`config.mk`:
```
export PLATFORM = sky130hd
export DESIGN_NAME = an_adv_seq
export DESIGN_NICKNAME = d
export VERILOG_FILES = /design/src/rtl/an_seq_pkg.sv /design/src/rtl/an_adv_map.sv /design/src/rtl/an_poll_timer.sv /design/src/rtl/an_adv_seq.sv
export SDC_FILE = /design/constraint.sdc
export NUM_CORES = 1
export LEC_CHECK = 0
export BUFFER_PORTS_ARGS = -buffer_cell sky130_fd_sc_hd__buf_2
export CORE_MARGIN = 5
export CORE_UTILIZATION = 52
export DETAILED_ROUTE_END_ITERATION = 8
export PLACE_DENSITY = 0.86
export SETUP_SLACK_MARGIN = 0.5
export SLEW_MARGIN = 40
export SYNTH_ARGS = -nofsm -noshare
export SYNTH_HDL_FRONTEND = slang
export SYNTH_HIERARCHICAL = 1
export SYNTH_SLANG_ARGS = --single-unit
export TNS_END_PERCENT = 30
```
`constraint.sdc`:
```
create_clock -name clk -period 3.3 [get_ports clk]
set_input_delay 0.66 -clock clk [delete_from_list [all_inputs] [get_ports clk]]
set_output_delay 0.66 -clock clk [all_outputs]
set_load 0.02 [all_outputs]
```
`src/rtl/an_seq_pkg.sv`:
```
package an_seq_pkg;
    localparam int MASK_W = 8;

    typedef enum logic [3:0] {
        S_IDLE, S_RD_ADV, S_RD_GIG, S_RD_MG, S_WR_ADV, S_WR_GIG, S_WR_MG,
        S_RD_CTL, S_WR_CTL, S_RD_ST1, S_RD_ST2, S_WAIT, S_FINISH
    } an_state_e;

    typedef enum logic [1:0] {
        ST_OK  = 2'b00,
        ST_CFG = 2'b01,
        ST_ACC = 2'b10
    } an_status_e;

    localparam logic [4:0]  DEV_C22  = 5'd0;
    localparam logic [4:0]  DEV_AN   = 5'd7;
    localparam logic [15:0] REG_CTL  = 16'd0;
    localparam logic [15:0] REG_STAT = 16'd1;
    localparam logic [15:0] REG_ADV  = 16'd4;
    localparam logic [15:0] REG_GIG  = 16'd9;
    localparam logic [15:0] REG_MG   = 16'd32;

    localparam int BIT_GIG_FULL = 5;
    localparam int BIT_MG_FULL  = 7;
    localparam int BIT_AN_DONE  = 5;

    function automatic logic fc_mode_ok(input logic [2:0] m);
        return (m[2] == 1'b0);
    endfunction
endpackage

```
`src/rtl/an_adv_map.sv`:
```
module an_adv_map
    import an_seq_pkg::*;
(
    input  logic [MASK_W-1:0] eff,
    input  logic [1:0]        fc,
    input  logic [15:0]       adv_rd,
    input  logic [15:0]       gig_rd,
    input  logic [15:0]       mg_rd,
    output logic [15:0]       adv_wr,
    output logic [15:0]       gig_wr,
    output logic [15:0]       mg_wr
);
    localparam int LEGACY_N    = 4;
    localparam int LEGACY_BASE = 5;

    always_comb begin
        adv_wr = adv_rd & ~16'h0DE0;
        for (int i = 0; i < LEGACY_N; i++) begin
            adv_wr[LEGACY_BASE + i] = eff[i];
        end
        unique case (fc)
            2'd0:    adv_wr[11:10] = 2'b00;
            2'd2:    adv_wr[11:10] = 2'b10;
            default: adv_wr[11:10] = 2'b11;
        endcase

        gig_wr    = gig_rd & ~16'h0300;
        gig_wr[9] = eff[BIT_GIG_FULL];

        mg_wr    = mg_rd;
        mg_wr[7] = eff[BIT_MG_FULL];
    end
endmodule

```
`src/rtl/an_poll_timer.sv`:
```
module an_poll_timer #(
    parameter int POLL_LIMIT     = 45,
    parameter int TICKS_PER_POLL = 100
) (
    input  logic clk,
    input  logic rst_n,
    input  logic clear,
    input  logic poll_miss,
    input  logic waiting,
    input  logic tick,
    output logic last_poll,
    output logic interval_up
);
    localparam int PW = $clog2(POLL_LIMIT + 1);
    localparam int TW = $clog2(TICKS_PER_POLL + 1);

    logic [PW-1:0] polls;
    logic [TW-1:0] ticks;

    always_ff @(posedge clk) begin
        if (!rst_n || clear) begin
            polls <= '0;
        end else if (poll_miss) begin
            polls <= polls + 1'b1;
        end
    end

    always_ff @(posedge clk) begin
        if (!rst_n || !waiting) begin
            ticks <= '0;
        end else if (tick) begin
            ticks <= ticks + 1'b1;
        end
    end

    assign last_poll   = (polls == PW'(POLL_LIMIT - 1));
    assign interval_up = waiting && tick && (ticks == TW'(TICKS_PER_POLL - 1));
endmodule

```
`src/rtl/an_adv_seq.sv`:
```
module an_adv_seq
    import an_seq_pkg::*;
#(
    parameter int POLL_LIMIT     = 45,
    parameter int TICKS_PER_POLL = 100
) (
    input  logic        clk,
    input  logic        rst_n,
    input  logic        start,
    input  logic [7:0]  adv_req,
    input  logic [7:0]  cap_mask,
    input  logic [2:0]  fc_mode,
    input  logic        poll_tick,
    output logic        acc_req,
    output logic        acc_wr,
    output logic [4:0]  acc_dev,
    output logic [15:0] acc_reg,
    output logic [15:0] acc_wdata,
    input  logic        acc_ack,
    input  logic        acc_err,
    input  logic [15:0] acc_rdata,
    output logic        busy,
    output logic        done,
    output logic [1:0]  status,
    output logic        an_complete
);
    an_state_e          state, nxt;
    logic [MASK_W-1:0]  cap_q, eff_q, masked;
    logic [1:0]         fc_q;
    logic [15:0]        adv_rd, gig_rd, mg_rd, ctl_rd;
    logic [15:0]        adv_wr, gig_wr, mg_wr;
    an_status_e         status_q;
    logic               done_seen;
    logic               ok_ack, seen_done_bit, last_poll, interval_up, poll_miss;

    assign masked        = adv_req & cap_mask;
    assign ok_ack        = acc_ack && !acc_err;
    assign seen_done_bit = acc_rdata[BIT_AN_DONE];
    assign poll_miss     = (state == S_RD_ST2) && ok_ack && !seen_done_bit;

    an_adv_map u_map (
        .eff(eff_q), .fc(fc_q), .adv_rd(adv_rd), .gig_rd(gig_rd), .mg_rd(mg_rd),
        .adv_wr(adv_wr), .gig_wr(gig_wr), .mg_wr(mg_wr)
    );

    an_poll_timer #(.POLL_LIMIT(POLL_LIMIT), .TICKS_PER_POLL(TICKS_PER_POLL)) u_tmr (
        .clk(clk), .rst_n(rst_n), .clear(state == S_IDLE), .poll_miss(poll_miss),
        .waiting(state == S_WAIT), .tick(poll_tick),
        .last_poll(last_poll), .interval_up(interval_up)
    );

    // State register
    always_ff @(posedge clk) begin
        if (!rst_n) state <= S_IDLE;
        else        state <= nxt;
    end

    // Next-state logic
    always_comb begin
        nxt = state;
        if (acc_req && acc_ack && acc_err) begin
            nxt = S_FINISH;
        end else begin
            unique case (state)
                S_IDLE:   if (start) nxt = fc_mode_ok(fc_mode) ? S_RD_ADV : S_FINISH;
                S_RD_ADV: if (acc_ack) nxt = cap_q[BIT_GIG_FULL] ? S_RD_GIG :
                                             cap_q[BIT_MG_FULL]  ? S_RD_MG : S_WR_ADV;
                S_RD_GIG: if (acc_ack) nxt = cap_q[BIT_MG_FULL] ? S_RD_MG : S_WR_ADV;
                S_RD_MG:  if (acc_ack) nxt = S_WR_ADV;
                S_WR_ADV: if (acc_ack) nxt = cap_q[BIT_GIG_FULL] ? S_WR_GIG :
                                             cap_q[BIT_MG_FULL]  ? S_WR_MG : S_RD_CTL;
                S_WR_GIG: if (acc_ack) nxt = cap_q[BIT_MG_FULL] ? S_WR_MG : S_RD_CTL;
                S_WR_MG:  if (acc_ack) nxt = S_RD_CTL;
                S_RD_CTL: if (acc_ack) nxt = S_WR_CTL;
                S_WR_CTL: if (acc_ack) nxt = S_RD_ST1;
                S_RD_ST1: if (acc_ack) nxt = S_RD_ST2;
                S_RD_ST2: if (acc_ack) nxt = (seen_done_bit || last_poll) ? S_FINISH : S_WAIT;
                S_WAIT:   if (interval_up) nxt = S_RD_ST1;
                S_FINISH: nxt = S_IDLE;
                default:  nxt = S_IDLE;
            endcase
        end
    end

    // Latched request, read-back words and result
    always_ff @(posedge clk) begin
        if (!rst_n) begin
            cap_q     <= '0;
            eff_q     <= '0;
            fc_q      <= '0;
            adv_rd    <= '0;
            gig_rd    <= '0;
            mg_rd     <= '0;
            ctl_rd    <= '0;
            status_q  <= ST_OK;
            done_seen <= 1'b0;
        end else begin
            if (state == S_IDLE && start) begin
                cap_q     <= cap_mask;
                eff_q     <= (masked == '0) ? cap_mask : masked;
                fc_q      <= fc_mode[1:0];
                status_q  <= fc_mode_ok(fc_mode) ? ST_OK : ST_CFG;
                done_seen <= 1'b0;
            end
            if (acc_req && acc_ack && acc_err) status_q <= ST_ACC;
            if (ok_ack) begin
                unique case (state)
                    S_RD_ADV: adv_rd <= acc_rdata;
                    S_RD_GIG: gig_rd <= acc_rdata;
                    S_RD_MG:  mg_rd  <= acc_rdata;
                    S_RD_CTL: ctl_rd <= acc_rdata;
                    S_RD_ST2: done_seen <= seen_done_bit;
                    default:  ;
                endcase
            end
        end
    end

    // Outputs
    always_comb begin
        acc_req   = 1'b1;
        acc_wr    = 1'b0;
        acc_dev   = DEV_C22;
        acc_reg   = REG_STAT;
        acc_wdata = '0;
        unique case (state)
            S_RD_ADV: acc_reg = REG_ADV;
            S_RD_GIG: acc_reg = REG_GIG;
            S_RD_MG:  begin acc_dev = DEV_AN; acc_reg = REG_MG; end
            S_WR_ADV: begin acc_wr = 1'b1; acc_reg = REG_ADV; acc_wdata = adv_wr; end
            S_WR_GIG: begin acc_wr = 1'b1; acc_reg = REG_GIG; acc_wdata = gig_wr; end
            S_WR_MG:  begin acc_wr = 1'b1; acc_dev = DEV_AN; acc_reg = REG_MG; acc_wdata = mg_wr; end
            S_RD_CTL: acc_reg = REG_CTL;
            S_WR_CTL: begin acc_wr = 1'b1; acc_reg = REG_CTL; acc_wdata = ctl_rd | 16'h1200; end
            S_RD_ST1, S_RD_ST2: acc_reg = REG_STAT;
            default:  acc_req = 1'b0;
        endcase
        busy        = (state != S_IDLE);
        done        = (state == S_FINISH);
        status      = status_q;
        an_complete = done_seen;
    end
endmodule

```
# ---- Word-level counts from Yosys, hierarchy flattened
# Index checks and enable logic that the tools add are counted.
dict set report totals {
  elab_cells 123
  register_bits 102
  input_bits 41
}
dict set report op_classes {
  n_reduce_logical 33
  n_mux 33
  n_eq_ne 39
  n_addsub 2
  n_bitwise 2
}
# cell n
set op_table {}
lappend op_table {{4-bit 2-to-1 mux} 16}
lappend op_table {{16-bit one-hot mux with 4 select lines} 1}
lappend op_table {{4-bit one-hot mux with 12 select lines} 1}
lappend op_table {{3-bit != test (second input constant)} 11}
lappend op_table {{2-bit != test (second input constant)} 12}
lappend op_table {{6-bit one-hot mux with 4 select lines} 1}
lappend op_table {{12-bit AND reduction} 2}
lappend op_table {{4-bit equality test (second input constant)} 5}
lappend op_table {{4-bit by 3-bit equality test with 1-bit output (second input constant)} 4}
lappend op_table {{10-bit OR reduction} 1}
lappend op_table {{2-bit OR reduction} 5}
lappend op_table {{3-bit 2-to-1 mux} 3}
lappend op_table {{8-bit AND} 1}
lappend op_table {{4-bit by 2-bit equality test with 1-bit output (second input constant)} 2}
lappend op_table {{1-bit logical AND} 8}
lappend op_table {{8-bit zero test} 1}
lappend op_table {{8-bit 2-to-1 mux} 1}
lappend op_table {{2-bit AND reduction} 4}
lappend op_table {{7-bit by 1-bit adder with 7-bit output (second input constant)} 1}
lappend op_table {{7-bit equality test (second input constant)} 1}
lappend op_table {{1-bit 2-to-1 mux} 7}
lappend op_table {{6-bit by 1-bit adder with 6-bit output (second input constant)} 1}
lappend op_table {{6-bit equality test (second input constant)} 1}
lappend op_table {{4-bit by 1-bit equality test with 1-bit output (second input constant)} 1}
lappend op_table {{12 further kinds} 18}

# ---- Logic depth before layout (Yosys ltp)
dict set report depth {
  word_depth 7
  ltp_mapped 8
}

# ---- Hierarchy
# Netlist, hierarchy kept.
# module area_per_inst_um2 cells_per_inst n_inst
set modules_own_cells {}
lappend modules_own_cells {an_adv_seq 3867.5 507 1}
lappend modules_own_cells {an_poll_timer 583.1 66 1}
lappend modules_own_cells {an_adv_map 359.1 49 1}

# ---- Worst setup path after synthesis
# Ideal clock, no wire load.
dict set report synth_path {
  path_type {flip-flop to output port}
  start {register state[2]}
  end {output acc_dev[1]}
  path_stages_with_launch 6
  n_path_buf 3
  required_ps 2640
  path_slack_ps 1144
  arrival_time_ps 1496
  path_cell_list {dfxtp_1 -> buf_6 -> clkbuf_1 -> nand2b_1 -> a21oi_1 -> buf_4}
}
dict set report synth_between {
  elab_chain_cells 3
}
# element line
set synth_rtl {}
lappend synth_rtl {{start: declaration} an_adv_seq.sv:27} ;# an_state_e state, nxt;
lappend synth_rtl {{start signal: assignment} an_adv_seq.sv:55} ;# else state <= nxt;
lappend synth_rtl {{4-bit by 3-bit equality test with 1-bit output or 4-bit by 2-bit equality test with 1-bit output (tied branches)} an_adv_seq.sv:126} ;# unique case (state)
lappend synth_rtl {{2-bit OR reduction (no source line) *} -}
lappend synth_rtl {{3-bit 2-to-1 mux *} an_adv_seq.sv:126}
lappend synth_rtl {{end: declaration} an_adv_seq.sv:16} ;# output logic [4:0] acc_dev,
# Every way passes the cells marked *; elsewhere a longest branch is shown, timed or not.

# ---- Worst setup path in the final report
dict set report layout_path {
  start {register state[2]}
  end {output acc_wdata[7]}
}
dict set report layout_between {
  elab_chain_cells 2
}
# element line
set layout_rtl {}
lappend layout_rtl {{4-bit equality test or 4-bit by 3-bit equality test with 1-bit output (tied branches)} an_adv_seq.sv:126}
lappend layout_rtl {{16-bit one-hot mux with 4 select lines *} an_adv_seq.sv:126}
lappend layout_rtl {{end: declaration} an_adv_seq.sv:18} ;# output logic [15:0] acc_wdata,
# Marked as above.

==> results_dict.tcl <==
set metrics [dict create \
    io_pins 85 \
    die_y_um 102 \
    hold_buffers 0 \
    slew_headroom_pct 53.8 \
    fin_hold_ws_ns 0.460 \
    ys_warn_count 6 \
    antenna_found_initial 0 \
    p_leak_nw 1.78 \
    setup_tns_ns 0 \
    syn_to_final_growth_pct 3.12 \
    grt_pass1_wl_um 17400 \
    endpoint_kind "output pin" \
    status "finished clean" \
    io_buffers 70 \
    diodes 0 \
    numCtsBuffers 9 \
    final_cells 694 \
    ir_drop_mv 0.384 \
    cp_cell_sequence "nand2b_1, nor3_2, buf_4, a22oi_1, nand2_1, buf_2" \
    post-cts-setup-buffers 0 \
    critPathTopFamily "flip-flops" \
    fp.dieW_um 102 \
    dp_hpwl_um 7430 \
    row_count 33 \
    start_util_pct 53.8 \
    clock_path_buffers 2 \
    first_pass_iters 5 \
    drv_slew 0 \
    vias 3861 \
    cts_max_level 3 \
    dp_cells 678 \
    core_um2 8260 \
    cts_resized 3 \
    startpoint_type "flip-flop" \
    synth.cell_area_um2 4450 \
    drtAntennaViolNets 0 \
    path_class "reg2out" \
    arrival_ns 2.01 \
    slowest_stage "dfxtp_2" \
    wl_per_cell_um 15.3 \
    hp-class "reg2reg" \
    via_per_inst 5.56 \
    syn_avg_cell_area_um2 7.69 \
    maxCapViolations 0 \
    utilization_pct 55.5 \
    path_max_fanout 24 \
    grt_max_degree 58 \
    overflow 0 \
    period_share_pct 80.9 \
    clk_pin_slew_ns 0.09 \
    n_fill_cell 756 \
    synth_cells 578 \
    wirelength_um 10600 \
    slowest_delay_ns 0.61 \
    drive_above_1_share_pct 19.2 \
    finalClockSkew_ns 0.0131 \
    timing.final.crit_period_ns 2.67 \
    tightest_slew_ns 0.692 \
    track_usage_pct 20.7 \
    power.density_nw_per_um2 671 \
    place_congestion 0.851 \
    clk_latency_ns 0.37 \
    fp.dieArea_um2 10500 \
    grt_pass1_vias 3744 \
    fin_nets 628 \
    cts_root_buf "clkbuf_8" \
    drtIter0Drc 297 \
    critPathRequiredTime_ns 2.64 \
    power_mw 3.08 \
    rsz0062_at_grt "no" \
    worst-path-buf-inv 2 \
    fmax_mhz 375 \
    cts_tree "built" \
    drc 0 \
    finalHoldViolations 0 \
    finalSetupViolCount 0 \
    clock-sinks 83 \
]
[final cells by class]
cell class	count	area (um^2)	area share, %
clock inverters	7	63.8	1.39
inverters	6	22.5	0.491
repair buffers	83	448	9.77
well taps	105	131	2.87
flip-flops and latches	83	1670	36.3
multi-input cells	401	2130	46.5
clock buffers	9	124	2.70
[sequential cells by signal, indices dropped and copies added, names as in the netlist]
| name | cells |
|---|---|
| mg_rd | 15 |
| ctl_rd | 14 |
| gig_rd | 14 |
| adv_rd | 10 |
| u_tmr/ticks | 7 |
| eff_q | 6 |
| u_tmr/polls | 6 |
| state | 4 |
| cap_q | 2 |
| fc_q | 2 |
| status | 2 |
| an_complete | 1 |
[power by group]
part / switching, mW / internal (mW)
clock network: 0.414 / 0.292
registers: 0.159 / 1.07
logic: 0.730 / 0.406
[worst paths after layout]
check	start	end	slack [ns]	depth (start not counted)
hold reg to reg	mg_rd[9]$_SDFFE_PN0P_	mg_rd[9]$_SDFFE_PN0P_	0.46	2
setup / recovery	state[2]$_SDFFE_PN0P_	acc_wdata[7]	0.63	6
setup reg to reg	state[1]$_SDFFE_PP0P_	u_tmr/polls[5]$_SDFFE_PP0P_	1.08	6
hold / removal	mg_rd[9]$_SDFFE_PN0P_	mg_rd[9]$_SDFFE_PN0P_	0.46	2
[worst min-delay path, cell delays in order, from the launching register on]
cell	delay, ns
dfxtp_1	0.32
nand2_1	0.05
a21oi_1	0.05
[layer usage]
layer  share of wire [%]  vias to the layer above  global-route usage (%)
met5                   0                        -                       0
met4                 2.3                        0                    8.98
met3                 6.5                       22                    3.96
met2                  49                      137                    35.4
met1                  42                     1791                    25.1
li1                    -                     1911                       -
[through the flow]
| step | setup slack [ns] | area, um^2 |
|---|---|---|
| floorplan | 1.14 | 4490 |
| global placement | 0.856 | 4390 |
| detailed placement | 0.765 | 4390 |
| CTS | 0.649 | 4580 |
| global route | 0.501 | 4580 |
| finish | 0.631 | 4580 |
[cell usage in the layout, fill, tap and decap left out, drive strengths merged, types with 10 or more instances in the layout]
master,n
inv,10
nor2,21
dfxtp,83
conb,15
o21ai,17
a22oi,34
a21oi,73
nand3,29
nand2,132
nand2b,10
buf,83
(Power assumes the default switching activity.)
